`src/rtl/vmask_pack_unit.sv`:
```
module vmask_pack_unit #(
  parameter int MAX_VL = 64,
  parameter int DW = 32,
  localparam int IW = $clog2(MAX_VL),
  localparam int VLW = $clog2(MAX_VL + 1)
) (
  input  logic              clk,
  input  logic              rst_n,
  input  logic              start,
  input  logic              op_expand,
  input  logic [VLW-1:0]    vl,
  input  logic [MAX_VL-1:0] mask,
  output logic              busy,
  output logic              done,
  output logic [VLW-1:0]    packed_len,
  output logic              rd_en,
  output logic [IW-1:0]     rd_idx,
  input  logic [DW-1:0]     rd_data,
  output logic              wr_en,
  output logic [IW-1:0]     wr_idx,
  output logic [DW-1:0]     wr_data
);

  logic              busy_q, done_q, expand_q;
  logic [MAX_VL-1:0] mask_q;
  logic [IW-1:0]     elem_q, last_q;
  logic [VLW-1:0]    ptr_q, len_q;

  logic [VLW-1:0]    vl_eff, vl_m1;
  logic [MAX_VL-1:0] vl_ones;
  logic              sel;

  assign vl_eff  = (vl > VLW'(MAX_VL)) ? VLW'(MAX_VL) : vl;
  assign vl_m1   = vl_eff - 1'b1;
  assign vl_ones = {MAX_VL{1'b1}} >> (VLW'(MAX_VL) - vl_eff);
  assign sel     = busy_q & mask_q[elem_q];

  assign busy       = busy_q;
  assign done       = done_q;
  assign packed_len = len_q;
  assign rd_en      = sel;
  assign rd_idx     = expand_q ? ptr_q[IW-1:0] : elem_q;
  assign wr_en      = sel;
  assign wr_idx     = expand_q ? elem_q : ptr_q[IW-1:0];
  assign wr_data    = rd_data;

  always_ff @(posedge clk or negedge rst_n) begin
    if (!rst_n) begin
      busy_q   <= 1'b0;
      done_q   <= 1'b0;
      expand_q <= 1'b0;
      mask_q   <= '0;
      elem_q   <= '0;
      last_q   <= '0;
      ptr_q    <= '0;
      len_q    <= '0;
    end else begin
      done_q <= 1'b0;
      if (!busy_q) begin
        if (start) begin
          expand_q <= op_expand;
          mask_q   <= mask & vl_ones;
          elem_q   <= '0;
          ptr_q    <= '0;
          last_q   <= vl_m1[IW-1:0];
          if (vl_eff == '0) begin
            done_q <= 1'b1;
            len_q  <= '0;
          end else begin
            busy_q <= 1'b1;
          end
        end
      end else begin
        if (sel) ptr_q <= ptr_q + 1'b1;
        if (elem_q == last_q) begin
          busy_q <= 1'b0;
          done_q <= 1'b1;
          len_q  <= ptr_q + VLW'(sel);
        end else begin
          elem_q <= elem_q + 1'b1;
        end
      end
    end
  end

  assert_len_popcount_R2: assert property (@(posedge clk) disable iff (!rst_n)
    done |-> packed_len == VLW'($countones(mask_q)));

  assert_compress_packs_down_R1: assert property (@(posedge clk) disable iff (!rst_n)
    (wr_en && !expand_q) |-> wr_idx <= rd_idx);

  assert_expand_spreads_up_R3: assert property (@(posedge clk) disable iff (!rst_n)
    (wr_en && expand_q) |-> rd_idx <= wr_idx);

  assert_write_only_selected_R5: assert property (@(posedge clk) disable iff (!rst_n)
    wr_en |-> mask_q[expand_q ? wr_idx : rd_idx]);

  assert_idle_quiet_R11: assert property (@(posedge clk) disable iff (!rst_n)
    !busy |-> (!wr_en && !rd_en));

  assert_done_excl_busy_R7: assert property (@(posedge clk) disable iff (!rst_n)
    done |-> !busy);

  assert_done_ends_busy_R7: assert property (@(posedge clk) disable iff (!rst_n)
    $fell(busy) |-> done);

endmodule

```
`config.mk`:
```
export PLATFORM = sky130hd
export DESIGN_NAME = vmask_pack_unit
export DESIGN_NICKNAME = d
export VERILOG_FILES = /design/src/rtl/vmask_pack_unit.sv
export SDC_FILE = /design/constraint.sdc
export NUM_CORES = 1
export LEC_CHECK = 0
export BUFFER_PORTS_ARGS = -buffer_cell sky130_fd_sc_hd__buf_2
export CAP_MARGIN = 25
export CORE_MARGIN = 2
export CORE_UTILIZATION = 32
export CTS_CLUSTER_SIZE = 24
export DETAILED_ROUTE_END_ITERATION = 8
export PLACE_DENSITY = 0.52
export SLEW_MARGIN = 20
export SYNTH_ARGS = -nofsm -noshare
export SYNTH_HDL_FRONTEND = slang
export SYNTH_SLANG_ARGS = --single-unit
export TNS_END_PERCENT = 5
```
`constraint.sdc`:
```
create_clock -name clk -period 7.2 [get_ports clk]
set_input_delay 1.44 -clock clk [delete_from_list [all_inputs] [get_ports clk]]
set_output_delay 1.44 -clock clk [all_outputs]
set_load 0.01 [all_outputs]
```
==> results.md <==
- F_max: approximately 210 MHz
- # setup viols final: 0
- Initial antenna violation count: 1
- Power per Cell Area: between 400 and 500 mW/mm2
- CP Launch Type: flop
- Placed cell count: 786
- Worst vdd ir: around 160 uV
- Reg2reg start: elem_q[1]
- Layout area overhead: 13.6%
- Status: finished, final reports clean
- Worst-case clock buffer depth: 2
- CP Class: flop to output port
- Synth unique cells: 52
- HP Start: packed_len[4]
- Final Cycle Share: 0.664
- CTS tree: yes
- Final Core Density: 0.374
- Critical Path, Cell by Cell: mux4_1 -> mux2_2 -> o22ai_1 -> or4_1 -> nand2_1 -> and2_1 -> buf_2
- Die area: 0.0182 mm2
- RSZ-0062 raised after global routing: no
- Clock latency on the worst-skew pair: approximately 0.35 ns
- Crit path DAT: between 3 and 4 ns
- HPWL after detailed placement: ~12 mm
- Clock Sinks: just over 90
- Total CTS buffers: 9
- Final wirelength: around 16 mm
- Mapped Cells: approximately 540
- GPL Wtd Cong: approximately 0.87
- First-pass GRT wire length: around 26 mm
- Setup Skew: roughly 0.0054 ns
- Reg clk slew, reported paths: approximately 0.070 ns
- Worst Path Required: about 5.8 ns
- HP Class: flop to flop
- CP Buf/Inv Count: 1
- Share of layout cells above drive strength 1: 0.269
- Register bit total from synthesis: a little over 90
- Clock Power Share: 0.206
- Setup TNS Final: 0 ns
- Syn_nets: between 600 and 700
- Inserted Diodes: 0
- Primary FF master, synth: dfrtp_1
- Commonest cells after routing, fill and taps aside: buf_2, dfrtp_1, nand2_1
- Non-filler cells, final: 803
- H-tree depth reported by CTS: 3
- Normalized max-slew margin: 0.320
- I/O pin count: between 150 and 200
- IO buf count: 97
- Max-Cap Viols: 0
- Seq pwr share: 0.385
- Rows: 47
- CTS resizes: 0
- Slew @ Worst Pin: ~1 ns
- Comb pwr share: 0.410
- Die W: ~140 um
- # DRC: 0
- Most common cell after layout, fill and taps aside: buf_2
- Switching Fraction: 0.373
- WL per Instance: roughly 20 um
- Synth Cell Area: ~0.0055 mm2
- Worst path max stage delay: around 1.0 ns
- Number of synthesis warnings: 0
- Die Y: around 140 um
- Via count: between 4,000 and 5,000
- CORE AREA: between 0.015 and 0.02 mm2
- Sequential share of the synthesized area: 0.423
- Final ANT Viol Nets: 0
- Remaining global-route overflow: 0
- Post-synth EDFFs: 0
- Vias per cell: between 5 and 6
- Worst setup startpoint: elem_q[1]
- Min Tclk post-route: approximately 4.8 ns
- Crit-path leading delay family: flip-flops
- Critical Path Fanout Max: 21
- Drt first pass iters: 5
- Slowest CP cell: dfrtp_1
- Pins Over Slew Limit: 0
- Syn_area_per_cell: 10.2 um2
- Psw: roughly 0.96 mW
- CP Capture Type: output port
- Clock root buffer: clkbuf_16
- Vias in the first global route: 4,608
- GRT Util Overall: 0.186
- Post-CTS Repair Setup Buffers: 0
- Async SR Flop Fraction: 1.00
- Internal cell power: ~1.6 mW
- Hold buffers post-CTS: 0
- Largest net degree at the start of global routing: a little over 80
- Final Hold Vio Count: 0
- Initial Util: 0.329
- Starting DRT DRC Count: roughly 330
- Post-layout nets: approximately 700
- Total leakage power: 2.74 nW
[sequential cells by signal, indices dropped and copies added, names as in the netlist]
name,flops
elem_q,6
mask_q,64
packed_len,7
last_q,6
ptr_q,7
expand_q,1
done,1
busy,1
[per-layer routing]
metal,global-route usage,up-vias,wire length (um)
met5,0,-,0
met4,0.0741,0,366
met3,0.0420,33,1090
met2,0.282,144,7390
met1,0.258,2231,7430
li1,-,2053,-
[kinds of logic after synthesis]
logic type               Yosys count  synth area share
multiplexers                      36             0.107
AND/OR/NAND/NOR                  157             0.136
adder cells (fa/ha/maj)           10            0.0228
XOR/XNOR                          13            0.0207
flip-flops                        93             0.423
buffers and inverters             88            0.0878
AO/OA/AOI/OAI                    140             0.202
[worst min-delay path, cell delays in order (launching register included)]
cell and delay [ns]:
dfrtp_1 0.34, nand2_1 0.05, o21ai_0 0.06
[power by group through the flow]
stage	logic, mW	clock network [mW]	registers, mW
finish	1.05	0.529	0.990
global route	1.17	0.562	1.03
CTS	1.03	0.540	1.00
detailed placement	1.02	0	1.01
global placement	0.999	0	1.01
floorplan	0.875	0	0.856
[synth_stat cells (2+ instances only)]
cell type | instances | area share
a22o_1 | 5 | 0.0080
a21o_1 | 2 | 0.0027
nand4_1 | 5 | 0.0057
o211ai_1 | 6 | 0.0082
mux4_1 | 5 | 0.024
a32o_1 | 57 | 0.10
nand2b_1 | 13 | 0.015
mux4_2 | 10 | 0.041
mux2_2 | 18 | 0.037
and3_1 | 2 | 0.0023
buf_4 | 35 | 0.048
buf_2 | 5 | 0.0046
nor3_1 | 8 | 0.0073
o311ai_0 | 2 | 0.0032
nand3_1 | 11 | 0.010
o21ai_0 | 44 | 0.040
and2_1 | 6 | 0.0068
inv_1 | 12 | 0.0082
clkbuf_1 | 34 | 0.023
o31ai_1 | 5 | 0.0068
nand2_1 | 73 | 0.050
nor2b_1 | 9 | 0.010
nor2_1 | 18 | 0.012
a21oi_1 | 3 | 0.0027
xnor2_1 | 12 | 0.019
o22ai_1 | 2 | 0.0023
or3_1 | 2 | 0.0023
o21a_1 | 2 | 0.0027
mux2i_1 | 3 | 0.0055
buf_6 | 2 | 0.0041
ha_1 | 10 | 0.023
nor3b_1 | 3 | 0.0041
o31a_1 | 2 | 0.0032
dfrtp_1 | 93 | 0.42
[final timing paths]
kind / depth (start not counted) / slack, ns / end
hold reg to reg: 2 / 0.48 / packed_len[4]
min in group asynchronous: 1 / 1.04 / packed_len[6]
hold / removal: 2 / 0.48 / packed_len[4]
setup reg to reg: 12 / 3.34 / packed_len[4]
setup / recovery: 7 / 2.42 / rd_en
max in group asynchronous: 2 / 5.04 / mask_q[24]
[metrics by stage]
stage	hold slack, ns	area, um2	worst slack (ns)	total power, mW
after floorplan	0.433	5500	3.59	1.73
final	0.477	6250	2.42	2.57
after global routing	0.504	6250	2.21	2.76
after detailed placement	0.468	5890	2.79	2.04
after global placement	0.460	5890	2.96	2.01
after CTS	0.483	6220	2.40	2.57
[final cells by class]
| class | instances | area [um2] |
|---|---|---|
| clock buffers | 11 | 243 |
| fillers | 1715 | 10500 |
| well taps | 220 | 275 |
| multi-input cells | 356 | 2700 |
| flip-flops and latches | 93 | 2330 |
| clock inverters | 5 | 82.6 |
| inverters | 12 | 45.0 |
| repair buffers | 106 | 576 |
Note: power is estimated with default switching activity, not from simulation.
